`config.mk`:
```
export PLATFORM = sky130hd
export DESIGN_NAME = i2s_wordlen_rx
export DESIGN_NICKNAME = d
export VERILOG_FILES = /design/src/rtl/i2s_rx_pkg.sv /design/src/rtl/i2s_rx_sync.sv /design/src/rtl/i2s_rx_deser.sv /design/src/rtl/i2s_rx_health.sv /design/src/rtl/i2s_wordlen_rx.sv
export SDC_FILE = /design/constraint.sdc
export NUM_CORES = 1
export LEC_CHECK = 0
export BUFFER_PORTS_ARGS = -buffer_cell sky130_fd_sc_hd__buf_2
export CORE_UTILIZATION = 35
export DETAILED_ROUTE_END_ITERATION = 16
export PLACE_DENSITY = 0.49
export RECOVER_POWER = 100
export SYNTH_ARGS = -nofsm -noshare
export SYNTH_HDL_FRONTEND = slang
export SYNTH_SLANG_ARGS = --single-unit
```
`constraint.sdc`:
```
create_clock -name clk -period 2.74 [get_ports clk]
set_input_delay 0.411 -clock clk [delete_from_list [all_inputs] [get_ports clk]]
set_output_delay 0.411 -clock clk [all_outputs]
set_load 0.005 [all_outputs]
```
`src/rtl/i2s_rx_pkg.sv`:
```
package i2s_rx_pkg;
   typedef enum logic {
      CH_LEFT  = 1'b0,
      CH_RIGHT = 1'b1
   } chan_e;
endpackage

```
`src/rtl/i2s_rx_sync.sv`:
```
module i2s_rx_sync #(
   parameter int STAGES = 2
) (
   input  logic clk,
   input  logic rst_n,
   input  logic bclk_i,
   input  logic ws_i,
   input  logic sd_i,
   output logic bit_stb_o,
   output logic ws_o,
   output logic sd_o,
   output logic ws_chg_o
);
   initial assert (STAGES >= 2) else $error("STAGES must be at least 2");

   logic [2:0] stage_q [STAGES];
   logic       bclk_q;
   logic       ws_q;

   for (genvar g = 0; g < STAGES; g++) begin : g_stage
      if (g == 0) begin : g_first
         always_ff @(posedge clk or negedge rst_n) begin
            if (!rst_n) stage_q[g] <= '0;
            else        stage_q[g] <= {bclk_i, ws_i, sd_i};
         end
      end else begin : g_next
         always_ff @(posedge clk or negedge rst_n) begin
            if (!rst_n) stage_q[g] <= '0;
            else        stage_q[g] <= stage_q[g-1];
         end
      end
   end

   always_ff @(posedge clk or negedge rst_n) begin
      if (!rst_n) begin
         bclk_q <= 1'b0;
         ws_q   <= 1'b0;
      end else begin
         bclk_q <= stage_q[STAGES-1][2];
         ws_q   <= stage_q[STAGES-1][1];
      end
   end

   assign bit_stb_o = stage_q[STAGES-1][2] & ~bclk_q;
   assign ws_o      = stage_q[STAGES-1][1];
   assign sd_o      = stage_q[STAGES-1][0];
   assign ws_chg_o  = stage_q[STAGES-1][1] ^ ws_q;
endmodule

```
`src/rtl/i2s_rx_deser.sv`:
```
module i2s_rx_deser
   import i2s_rx_pkg::*;
#(
   parameter int SAMPLE_W = 24,
   parameter int CNT_W    = 6
) (
   input  logic                clk,
   input  logic                rst_n,
   input  logic                bit_stb_i,
   input  logic                ws_i,
   input  logic                sd_i,
   input  logic                resync_i,
   output logic [SAMPLE_W-1:0] left_o,
   output logic [SAMPLE_W-1:0] right_o,
   output logic [CNT_W-1:0]    len_l_o,
   output logic [CNT_W-1:0]    len_r_o,
   output logic                pair_vld_o
);
   initial assert (SAMPLE_W >= 8) else $error("SAMPLE_W too small");
   initial assert ((1 << CNT_W) > SAMPLE_W) else $error("CNT_W too small");

   chan_e               ws_prev_q;
   chan_e               last_ch_q;
   logic                synced_q;
   logic                left_have_q;
   logic [SAMPLE_W-1:0] acc_q;
   logic [CNT_W-1:0]    cnt_q;
   logic [SAMPLE_W-1:0] left_hold_q;
   logic [CNT_W-1:0]    len_hold_q;
   logic                boundary;

   // current bit belongs to the channel seen one bit clock earlier
   assign boundary = (ws_prev_q != last_ch_q);

   always_ff @(posedge clk or negedge rst_n) begin
      if (!rst_n) begin
         ws_prev_q   <= CH_LEFT;
         last_ch_q   <= CH_LEFT;
         synced_q    <= 1'b0;
         left_have_q <= 1'b0;
         acc_q       <= '0;
         cnt_q       <= '0;
         left_hold_q <= '0;
         len_hold_q  <= '0;
         left_o      <= '0;
         right_o     <= '0;
         len_l_o     <= '0;
         len_r_o     <= '0;
         pair_vld_o  <= 1'b0;
      end else begin
         pair_vld_o <= 1'b0;
         if (resync_i) begin
            synced_q    <= 1'b0;
            left_have_q <= 1'b0;
         end else if (bit_stb_i) begin
            ws_prev_q <= chan_e'(ws_i);
            last_ch_q <= ws_prev_q;
            if (boundary) begin
               if (synced_q) begin
                  if (last_ch_q == CH_LEFT) begin
                     left_hold_q <= acc_q;
                     len_hold_q  <= cnt_q;
                     left_have_q <= 1'b1;
                  end else if (left_have_q) begin
                     left_o      <= left_hold_q;
                     right_o     <= acc_q;
                     len_l_o     <= len_hold_q;
                     len_r_o     <= cnt_q;
                     pair_vld_o  <= 1'b1;
                     left_have_q <= 1'b0;
                  end
               end
               synced_q <= 1'b1;
               acc_q    <= {sd_i, {(SAMPLE_W-1){1'b0}}};
               cnt_q    <= CNT_W'(1);
            end else begin
               for (int b = 0; b < SAMPLE_W; b++) begin
                  if (cnt_q == CNT_W'(SAMPLE_W-1-b)) acc_q[b] <= sd_i;
               end
               if (cnt_q != '1) cnt_q <= cnt_q + 1'b1;
            end
         end
      end
   end

   AST_PAIR_ONCE: assert property (@(posedge clk) disable iff (!rst_n)
      pair_vld_o |=> !pair_vld_o);
   AST_OUT_STABLE: assert property (@(posedge clk) disable iff (!rst_n)
      !pair_vld_o |-> ($stable(left_o) && $stable(right_o)));
   AST_ZERO_FILL: assert property (@(posedge clk) disable iff (!rst_n)
      (pair_vld_o && (int'(len_l_o) < SAMPLE_W)) |-> ((left_o << len_l_o) == '0));
endmodule

```
`src/rtl/i2s_rx_health.sv`:
```
module i2s_rx_health #(
   parameter int IDLE_LIMIT   = 512,
   parameter int READY_FRAMES = 2,
   parameter int MIN_BITS     = 16,
   parameter int CNT_W        = 6,
   parameter int PERIOD_W     = 16
) (
   input  logic                clk,
   input  logic                rst_n,
   input  logic                ws_chg_i,
   input  logic                pair_vld_i,
   input  logic [CNT_W-1:0]    len_l_i,
   input  logic [CNT_W-1:0]    len_r_i,
   output logic                ready_o,
   output logic                resync_o,
   output logic [PERIOD_W-1:0] period_o
);
   localparam int IDLE_W = $clog2(IDLE_LIMIT + 1);
   localparam int GOOD_W = $clog2(READY_FRAMES + 1);

   initial assert (IDLE_LIMIT >= 2) else $error("IDLE_LIMIT too small");
   initial assert (READY_FRAMES >= 1) else $error("READY_FRAMES must be positive");

   logic [IDLE_W-1:0]   idle_q;
   logic [GOOD_W-1:0]   good_q;
   logic [PERIOD_W-1:0] per_cnt_q;
   logic                frame_ok;

   assign resync_o = !ws_chg_i && (idle_q == IDLE_W'(IDLE_LIMIT - 1));
   assign frame_ok = (len_l_i == len_r_i) && (len_l_i >= CNT_W'(MIN_BITS));

   always_ff @(posedge clk or negedge rst_n) begin
      if (!rst_n) begin
         idle_q    <= '0;
         good_q    <= '0;
         ready_o   <= 1'b0;
         per_cnt_q <= '0;
         period_o  <= '0;
      end else begin
         if (ws_chg_i)                          idle_q <= '0;
         else if (idle_q != IDLE_W'(IDLE_LIMIT)) idle_q <= idle_q + 1'b1;

         if (resync_o) begin
            ready_o <= 1'b0;
            good_q  <= '0;
         end else if (pair_vld_i) begin
            if (!frame_ok) begin
               ready_o <= 1'b0;
               good_q  <= '0;
            end else if (good_q >= GOOD_W'(READY_FRAMES - 1)) begin
               ready_o <= 1'b1;
            end else begin
               good_q <= good_q + 1'b1;
            end
         end

         if (pair_vld_i) begin
            period_o  <= per_cnt_q;
            per_cnt_q <= PERIOD_W'(1);
         end else if (per_cnt_q != '1) begin
            per_cnt_q <= per_cnt_q + 1'b1;
         end
      end
   end

   AST_READY_AFTER_PAIR: assert property (@(posedge clk) disable iff (!rst_n)
      $rose(ready_o) |-> $past(pair_vld_i));
   AST_IDLE_DROP: assert property (@(posedge clk) disable iff (!rst_n)
      resync_o |=> !ready_o);
endmodule

```
`src/rtl/i2s_wordlen_rx.sv`:
```
module i2s_wordlen_rx #(
   parameter int SAMPLE_W     = 24,
   parameter int MAX_BITS     = 32,
   parameter int SYNC_STAGES  = 2,
   parameter int IDLE_LIMIT   = 512,
   parameter int READY_FRAMES = 2,
   parameter int MIN_BITS     = 16,
   parameter int PERIOD_W     = 16
) (
   input  logic                clk,
   input  logic                rst_n,
   input  logic                bclk_i,
   input  logic                ws_i,
   input  logic                sd_i,
   output logic [SAMPLE_W-1:0] left_o,
   output logic [SAMPLE_W-1:0] right_o,
   output logic                valid_o,
   output logic                ready_o,
   output logic [PERIOD_W-1:0] period_o
);
   localparam int CNT_W = $clog2(MAX_BITS + 1);

   initial assert (MAX_BITS >= SAMPLE_W) else $error("MAX_BITS below SAMPLE_W");

   logic             bit_stb;
   logic             ws_s;
   logic             sd_s;
   logic             ws_chg;
   logic             resync;
   logic [CNT_W-1:0] len_l;
   logic [CNT_W-1:0] len_r;

   i2s_rx_sync #(.STAGES(SYNC_STAGES)) i_sync (
      .clk(clk), .rst_n(rst_n),
      .bclk_i(bclk_i), .ws_i(ws_i), .sd_i(sd_i),
      .bit_stb_o(bit_stb), .ws_o(ws_s), .sd_o(sd_s), .ws_chg_o(ws_chg)
   );

   i2s_rx_deser #(.SAMPLE_W(SAMPLE_W), .CNT_W(CNT_W)) i_deser (
      .clk(clk), .rst_n(rst_n),
      .bit_stb_i(bit_stb), .ws_i(ws_s), .sd_i(sd_s), .resync_i(resync),
      .left_o(left_o), .right_o(right_o),
      .len_l_o(len_l), .len_r_o(len_r), .pair_vld_o(valid_o)
   );

   i2s_rx_health #(
      .IDLE_LIMIT(IDLE_LIMIT), .READY_FRAMES(READY_FRAMES),
      .MIN_BITS(MIN_BITS), .CNT_W(CNT_W), .PERIOD_W(PERIOD_W)
   ) i_health (
      .clk(clk), .rst_n(rst_n),
      .ws_chg_i(ws_chg), .pair_vld_i(valid_o),
      .len_l_i(len_l), .len_r_i(len_r),
      .ready_o(ready_o), .resync_o(resync), .period_o(period_o)
   );
endmodule

```
# ---- Yosys cells after proc, flatten, opt, wreduce, memory -nomap -nowiden
# Cells that the tools add are included.
dict set report word_totals {
  regBits 178
  input_bits 5
  word_cells 207
}
dict set report classes {
  reduce_logical 67
  muxes 53
  eq_ne 31
  magnitude_cmp 2
  bitwise_logic 5
  addsub 4
}
# operator count
set op_table {}
lappend op_table {{3-bit AND reduction} 26}
lappend op_table {{2-bit nonzero test} 31}
lappend op_table {{6-bit by 4-bit == test with 1-bit output, second input constant} 8}
lappend op_table {{6-bit by 5-bit == test with 1-bit output, second input constant} 8}
lappend op_table {{1-bit two-way mux} 42}
lappend op_table {{16-bit two-way mux} 2}
lappend op_table {{6-bit by 3-bit == test with 1-bit output, second input constant} 4}
lappend op_table {{24-bit two-way mux} 1}
lappend op_table {{10-bit two-way mux} 2}
lappend op_table {{16-bit by 1-bit adder with 16-bit output, second input constant} 1}
lappend op_table {{16-bit != test, second input constant} 1}
lappend op_table {{6-bit by 2-bit == test with 1-bit output, second input constant} 2}
lappend op_table {{6-bit two-way mux} 2}
lappend op_table {{10-bit by 1-bit adder with 10-bit output, second input constant} 1}
lappend op_table {{10-bit by 9-bit == test with 1-bit output, second input constant} 1}
lappend op_table {{10-bit != test, second input constant} 1}
lappend op_table {{2-bit two-way mux} 4}
lappend op_table {{2-bit AND reduction} 4}
lappend op_table {{6-bit by 1-bit adder with 6-bit output, second input constant} 1}
lappend op_table {{6-bit by 1-bit == test with 1-bit output, second input constant} 1}
lappend op_table {{6-bit == test} 1}
lappend op_table {{6-bit by 5-bit greater-or-equal comparator with 1-bit output, second input constant} 1}
lappend op_table {{6-bit logical NOT} 1}
lappend op_table {{3-bit != test, second input constant} 2}
lappend op_table {{11 further kinds} 14}

# ---- Logic depth before layout (Yosys ltp)
# Gate-level depths: netlist of the first run.
dict set report logic_depth {
  word_depth 6
  depth_mapped 9
}

# ---- Cells and area by module
# Synthesis of the first run repeated with hierarchy kept, for this count alone.
dict set report hier_totals {
  hier_cells 589
  area_unflattened_um2 7658.6
}
# mod cells_per_inst seq_area_each_um2 area_each_um2 instances
set by_module_without_submodules {}
lappend by_module_without_submodules {i2s_rx_deser 377 3128.0 5217.5 1}
lappend by_module_without_submodules {i2s_rx_health 202 1126.1 2225.9 1}
lappend by_module_without_submodules {i2s_rx_sync 10 200.2 215.2 1}

# ---- Worst setup path after synthesis of the first run
# No wires, ideal clock.
dict set report synth_path {
  path_type {register -> register}
  from {reg i_health.idle_q[0]}
  to {reg i_deser.left_hold_q[21]}
  path_stages_with_launch 10
  arrival_ns 2.105
  n_path_buf 3
  period_less_slack_ns 2.231
  setup_slack_ns 0.509
  cell_sequence {dfrtp_1 > ha_1 > nand4_4 > nor4_4 > nor2b_2 > buf_6 > and4b_1 > buf_6 > buf_8 > mux2_4}
}
dict set report synth_between {
  elab_chain_len 4
}
# element line
set synth_lines {}
lappend synth_lines {{start, declared} i2s_rx_health.sv:24} ;# logic [IDLE_W-1:0] idle_q;
lappend synth_lines {{start signal, assigned} i2s_rx_health.sv:41} ;# else if (idle_q != IDLE_W'(IDLE_LIMIT)) idle_q <= idle_q + 1'b1;
lappend synth_lines {{10-bit by 9-bit == test with 1-bit output} i2s_rx_health.sv:29} ;# assign resync_o = !ws_chg_i && (idle_q == IDLE_W'(IDLE_LIMIT - 1));
lappend synth_lines {{1-bit logical AND} i2s_rx_health.sv:29}
lappend synth_lines {{1-bit inverter (no line)} --}
lappend synth_lines {{5-bit AND reduction (no line)} --}
lappend synth_lines {{end signal, assigned} i2s_rx_deser.sv:61} ;# left_hold_q <= acc_q;
lappend synth_lines {{end, declared} i2s_rx_deser.sv:28} ;# logic [SAMPLE_W-1:0] left_hold_q;
# Every way passes these cells.
# A chain may end at the register's enable or synchronous reset.

# ---- Final worst setup path of the first run
dict set report layout_path {
  from {reg i_health.idle_q[0]}
  to {reg i_deser.left_hold_q[12]}
}
# Same word-level chain as after synthesis.

==> impl_metrics.ini, run 1 <==
[placement]
gp_congestion = 0.794
dp.final_hpwl_um = 10500
port_buffers = 70
dpl.cell_count = 939
detailedPlace.worstSlack_ns = 0.407

[route]
wl_um = 15100
wl_per_cell_um = 15.5
vias_per_cell = 4.91
ant_nets = 0
vias = 4768
drc = 0
first_pass_iters = 4
drt_iter0_markers = 226

[hold_path]
hold_path_end = i_sync.stage_q[3]$_DFF_PN0_
hold_path_class = primary input to register
worstHoldStart = sd_i
hold-path-cell-count = 1

[critical_path]
cp.arrival_ns = 2.67
worstReg2RegEnd = i_deser.left_hold_q[12]$_DFFE_PN0P_
crit_start = i_health.idle_q[0]$_DFFE_PN0P_
reg2reg_slack_ns = 0.38
worstSetupPathType = register to register
cp-end-kind = register
critPathLaunchType = register
crit_required_ns = 3.04
cp_max_fo = 18
reg2reg_depth = 7
reg2reg_from = i_health.idle_q[0]$_DFFE_PN0P_

[pwr]
irDropWorstVdd_mv = 0.470
share_comb_of_total_power_pct = 17.5
p_int_mw = 4.82
p_leak_nw = 4.18
clkPwrFrac_pct = 33.5
powerDensity_mw_per_mm2 = 794
swShare_pct = 30.1
p_seq_share_pct = 49.0
p_sw_mw = 2.07

[finish]
areaGrowthSynthToFinish_pct = 14.2
fin_util_pct = 41.0
final_cells = 971
nFillCells = 2063
post_route_cells_drive_above_1_share_pct = 23.6
final-seq-area_mm2 = 0.00445
multi_input_area_mm2 = 0.00281
final_nets = 697
antennaDiodeCount = 0

[die]
initial_core_util_pct = 35.9
io_pins = 71
die_area_mm2 = 0.0223
coreArea_mm2 = 0.0212
fp.dieH_um = 149
row_count = 53
die_w_um = 149

[job]
cap_viol_max_count = 1

[timing]
final-hold-violation-count = 0
setup_tns_ns = 0
grt_setup_unrepaired = no
fin_ws_ns = 0.376
slew-limit-headroom_pct = -6.13
worst_slew_pin_slew_ns = 1.59
finClkSkew_ns = 0.0153
setup_viol = 0
post-route-period-util_pct = 86.3
fmax_mhz = 423
whs_ns = 0.0860
fin_crit_ns = 2.36
drv_slew = 64

[cts]
post_cts_resized = 0
postCtsSetupBuffers = 0
clockBufferDepth = 2
clk_latency_ns = 0.43
cts_hold_buf = 1
htreeDepth = 4
cts.sinks = 178
numCtsBuffers = 17
cts_tree = yes
cts_root_buffer = clkbuf_16
clkTransAtPathRegs_ns = 0.07

[synthesis]
ys_dominant_reg_cell = dfrtp_1
syn_inst = 607
synth_simple_gate_area_share_pct = 8.67
syn_area_mm2 = 0.00760
ys_types = 45
yosys.area_share.adder_pct = 1.32
synth-edff-count = 0
synth_top_family_by_area = multiplexers
avgSynthCellArea_um2 = 12.5
synth_warnings = 0
synth_xor_area_share_pct = 2.77
synth_compound_area_share_pct = 7.82
synth-seq-area-share_pct = 58.6
synth_mux_area_share_pct = 17.8
syn_nets = 620
yosys_register_bits = 178
async_reset_ff_share_pct = 100

[global_route]
overflow = 0
grt_pass1_vias = 4837
grt_use_total_pct = 14.7
antenna_found_initial = 0
grt_start_max_net_pins = 65
grt_pass1_wl_um = 25600

[outcome]
status = complete, but fails checks
violations = max-capacitance violations, max-slew violations
per-layer routing:
metal | vias up | routed length, um | GRT usage [%]
li1 | 2290 | - | -
met1 | 2379 | 7750 | 21.6
met2 | 91 | 6630 | 21.1
met3 | 8 | 545 | 3.09
met4 | 0 | 130 | 5.20
met5 | - | 0 | 0
layout by cell type (no fill, tap or decap), types with 4 or more instances in the layout:
| cell type | n |
|---|---|
| nor2b_1 | 4 |
| o21ai_0 | 50 |
| dfrtp_1 | 178 |
| mux2_2 | 70 |
| mux2i_1 | 4 |
| clkbuf_2 | 4 |
| xnor2_1 | 12 |
| nand2b_1 | 5 |
| nand3_1 | 13 |
| clkbuf_1 | 30 |
| buf_4 | 8 |
| nor2_1 | 40 |
| inv_1 | 13 |
| clkbuf_16 | 17 |
| a31oi_1 | 4 |
| ha_1 | 8 |
| nor3_1 | 13 |
| nand2_1 | 39 |
| a21oi_1 | 39 |
| clkinvlp_4 | 4 |
| mux2_1 | 36 |
| buf_2 | 43 |
| xor2_1 | 11 |
| nand4_1 | 7 |
logic make-up after synthesis:
group | count (synthesis)
adders and majority gates | 8
xor gates and xnor gates | 24
AOI/OAI and AO/OA | 108
DFF | 178
buffers and inverters | 43
and+or+nand+nor | 135
muxes | 111
power groups by stage:
| stage | Combinational (mW) | Clock [mW] | Sequential, mW |
|---|---|---|---|
| after floorplan | 0.972 | 0 | 3.27 |
| after global placement | 1.28 | 0 | 3.42 |
| after detailed placement | 1.30 | 0 | 3.43 |
| after CTS | 1.31 | 2.38 | 3.39 |
| after global routing | 1.37 | 2.51 | 3.44 |
| final | 1.21 | 2.31 | 3.38 |
critical path: stages (launching register included):
cell and delay, ns:
dfrtp_1 0.43, ha_1 0.26, nand4_1 0.22, nor4_4 0.09, nor2b_2 0.30, and4b_2 0.29
buf_4 0.27, mux2_1 0.37
worst max-delay path by stage:
| stage | end | slack [ns] |
|---|---|---|
| after global routing | i_deser.left_hold_q[12]$_DFFE_PN0P_ | 0.21 |
| final | i_deser.left_hold_q[12]$_DFFE_PN0P_ | 0.38 |
| after global placement | i_deser.left_hold_q[11]$_DFFE_PN0P_ | 0.46 |
| after detailed placement | i_deser.len_hold_q[0]$_DFFE_PN0P_ | 0.41 |
| after floorplan | i_deser.left_hold_q[21]$_DFFE_PN0P_ | 0.51 |
| after CTS | i_deser.len_hold_q[0]$_DFFE_PN0P_ | 0.40 |
per-stage QoR:
| step | area (um^2) | total power [mW] |
|---|---|---|
| after global placement | 8300 | 4.70 |
| after floorplan | 7600 | 4.25 |
| final | 8680 | 6.89 |
| after detailed placement | 8300 | 4.73 |
| after CTS | 8870 | 7.08 |
| after global routing | 8680 | 7.32 |
synth_stat cells, types with 2 or more instances:
cell / n / share of area [%]
clkbuf_1: 18 / 0.89
buf_6: 2 / 0.30
and3_1: 3 / 0.25
nor3_1: 13 / 0.86
a31oi_1: 4 / 0.33
nor2b_1: 4 / 0.33
a21oi_1: 39 / 2.6
ha_1: 8 / 1.3
o21ai_0: 50 / 3.3
nand2_1: 39 / 1.9
xnor2_1: 12 / 1.4
a211oi_1: 3 / 0.30
nand4_1: 6 / 0.49
nand3_1: 13 / 0.86
nand2b_1: 5 / 0.41
nor2_1: 40 / 2.0
mux2_4: 29 / 5.7
and2_1: 3 / 0.25
inv_1: 13 / 0.64
buf_2: 7 / 0.46
mux2_2: 70 / 10
dfrtp_1: 178 / 59
mux2i_1: 4 / 0.53
a211o_1: 2 / 0.23
buf_12: 2 / 0.53
mux2_1: 8 / 1.2
o31ai_1: 3 / 0.30
xor2_1: 12 / 1.4
area by class of cell:
cell class,instances,share of cell area [%]
Clock inverter,12,1.27
Tap cell,275,3.96
Inverter,13,0.562
Sequential cell,178,51.3
Timing Repair Buffer,88,5.28
Clock buffer,19,5.22
Multi-Input combinational cell,386,32.4
flip-flops by register name, indices dropped and copies added (netlist names), 2 cells and up:
| register | count |
|---|---|
| i_health.period_o | 16 |
| i_deser.len_hold_q | 6 |
| i_deser.left_hold_q | 24 |
| i_deser.acc_q | 24 |
| i_deser.right_o | 24 |
| i_health.idle_q | 10 |
| i_deser.left_o | 24 |
| i_health.good_q | 2 |
| i_deser.len_l_o | 6 |
| i_deser.cnt_q | 6 |
| i_health.per_cnt_q | 16 |
| i_deser.len_r_o | 6 |
| i_sync.stage_q | 4 |
Power figures use the tool's default switching activity.
==> run 2: changes to the inputs <==
--- a/config.mk
+++ b/config.mk
@@ -6,9 +6,10 @@
 export NUM_CORES = 1
 export LEC_CHECK = 0
 export BUFFER_PORTS_ARGS = -buffer_cell sky130_fd_sc_hd__buf_2
-export CORE_UTILIZATION = 35
+export CORE_UTILIZATION = 30
+export CTS_BUF_LIST = sky130_fd_sc_hd__clkbuf_8 sky130_fd_sc_hd__clkbuf_16
 export DETAILED_ROUTE_END_ITERATION = 16
-export PLACE_DENSITY = 0.49
+export PLACE_DENSITY = 0.43
 export RECOVER_POWER = 100
 export SYNTH_ARGS = -nofsm -noshare
 export SYNTH_HDL_FRONTEND = slang
==> impl_metrics.ini, run 2 (synthesis results as in run 1) <==
[cts]
numCtsBuffers = 17
cts_root_buffer = clkbuf_16
postCtsSetupBuffers = 0
htreeDepth = 4
clk_latency_ns = 0.43
cts.sinks = 178
clockBufferDepth = 2
clkTransAtPathRegs_ns = 0.07
cts_tree = yes

[global_route]
overflow = 0
grt_pass1_wl_um = 26700
grt_use_total_pct = 13.0
antenna_found_initial = 0
grt_pass1_vias = 4908
grt_start_max_net_pins = 64

[finish]
final-seq-area_mm2 = 0.00445
areaGrowthSynthToFinish_pct = 15.4
fin_area_mm2 = 0.00877
nFillCells = 2491
multi_input_area_mm2 = 0.00283
final_nets = 694
post_route_cells_drive_above_1_share_pct = 22.4
layout_commonest_cell = dfrtp_1
mostFrequentLayoutCells = 178 x dfrtp_1, 70 x mux2_2, 50 x o21ai_0, 40 x nor2_1
antennaDiodeCount = 0
fin_util_pct = 35.6

[critical_path]
critical_path.slowest_cell = dfrtp_1
reg2reg_from = i_sync.ws_o$_DFF_PN0_
reg2reg_depth = 7
worstSetupPathType = register to register
cp.arrival_ns = 2.81
path_cells = xor2_1 > clkbuf_1 > o41ai_2 > buf_12 > nor2_1 > nand2_1 > o21ai_0
critPathLaunchType = register
crit_required_ns = 3.07
cp_max_fo = 30
reg2reg_slack_ns = 0.26
worstReg2RegEnd = i_deser.acc_q[9]$_DFFE_PN0P_
endpoint = i_deser.acc_q[9]$_DFFE_PN0P_
crit_start = i_sync.ws_o$_DFF_PN0_
cp-end-kind = register
slowest_delay_ns = 0.43

[placement]
port_buffers = 70
dp.final_hpwl_um = 10500
detailedPlace.worstSlack_ns = 0.297
placed_area_mm2 = 0.00835
gp_congestion = 0.747

[die]
initial_core_util_pct = 30.9
die_w_um = 161
die_area_mm2 = 0.0260
io_pins = 71
coreArea_mm2 = 0.0246
fp.dieH_um = 161
row_count = 57

[route]
first_pass_iters = 4
vias = 4823
drt_iter0_markers = 272
vias_per_cell = 4.74
ant_nets = 0
drc = 0
wl_um = 15600
wl_per_cell_um = 15.4

[pwr]
clkPwrFrac_pct = 34.9
p_seq_share_pct = 47.7
p_sw_mw = 2.11
p_leak_nw = 4.18
swShare_pct = 29.9
irDropWorstVdd_mv = 0.383
p_int_mw = 4.95
share_comb_of_total_power_pct = 17.3
powerDensity_mw_per_mm2 = 806

[hold_path]
hold_path_class = primary input to register

[timing]
setup_viol = 0
fmax_mhz = 403
fin_ws_ns = 0.259
post-route-period-util_pct = 90.6
finClkSkew_ns = 0.0103
worst_slew_pin_slew_ns = 1.46
drv_slew = 0
grt_setup_unrepaired = no
whs_ns = 0.0914
setup_tns_ns = 0
fin_crit_ns = 2.48
slew-limit-headroom_pct = 2.78
final-hold-violation-count = 0

[outcome]
status = finished clean

[job]
cap_viol_max_count = 0
## run 2: power by group through the flow
| stage | sequential, mW | combinational (mW) | clock [mW] |
|---|---|---|---|
| 3_5_place_dp | 3.44 | 1.31 | 0 |
| 3_3_place_gp | 3.43 | 1.29 | 0 |
| 6_report | 3.37 | 1.23 | 2.47 |
| 5_1_grt | 3.45 | 1.39 | 2.67 |
| 4_1_cts | 3.39 | 1.33 | 2.56 |
| 2_1_floorplan | 3.27 | 0.972 | 0 |
## run 2: area by class of cell
class                   count  share of cell area [%]
well taps                 324                    4.62
clock inverters            11                    1.47
flip-flops and latches    178                    50.8
multi-input cells         386                    32.2
clock buffers              20                    5.32
inverters                  13                   0.557
repair buffers             85                    4.98
## run 2: routing by layer
metal / wire [um] / vias to the layer above / track usage [%]
met5: 0 / - / 0
met4: 166 / 0 / 4.12
met1: 8150 / 2467 / 19.4
li1: - / 2265 / -
met3: 524 / 10 / 2.82
met2: 6790 / 81 / 18.5
## run 2: worst max-delay path: cells and delay by family, from the launching register on
family          cells  cell delay (ns)
compound gates      2             0.42
simple gates        2             0.64
xor+xnor            1             0.27
flops               1             0.43
buf+inv             2             0.61
## run 2: metrics by stage
stage | power (mW) | cells
finish | 7.07 | 1017
global route | 7.51 | 1017
CTS | 7.28 | 1017
detailed placement | 4.75 | 985
global placement | 4.72 | 985
floorplan | 4.25 | 607
## run 2: worst min path at each step
| stage | startpoint | endpoint | slack (ns) | cells past startpoint |
|---|---|---|---|---|
| 2_1_floorplan | rst_n | i_deser.acc_q[0]$_DFFE_PN0P_ | 0.12 | 0 |
| 3_3_place_gp | i_sync.stage_q[5]$_DFF_PN0_ | i_sync.stage_q[2]$_DFF_PN0_ | 0.34 | 0 |
| 3_5_place_dp | i_sync.stage_q[5]$_DFF_PN0_ | i_sync.stage_q[2]$_DFF_PN0_ | 0.34 | 0 |
| 4_1_cts | sd_i | i_sync.stage_q[3]$_DFF_PN0_ | 0.07 | 1 |
| 5_1_grt | sd_i | i_sync.stage_q[3]$_DFF_PN0_ | 0.07 | 1 |
| 6_report | sd_i | i_sync.stage_q[3]$_DFF_PN0_ | 0.09 | 1 |
## run 2: timing repair
item                                   4_1_cts  5_1_grt
gates resized for setup                      0        0
endpoints found under the hold margin       53        0
hold buffers                                 1        0
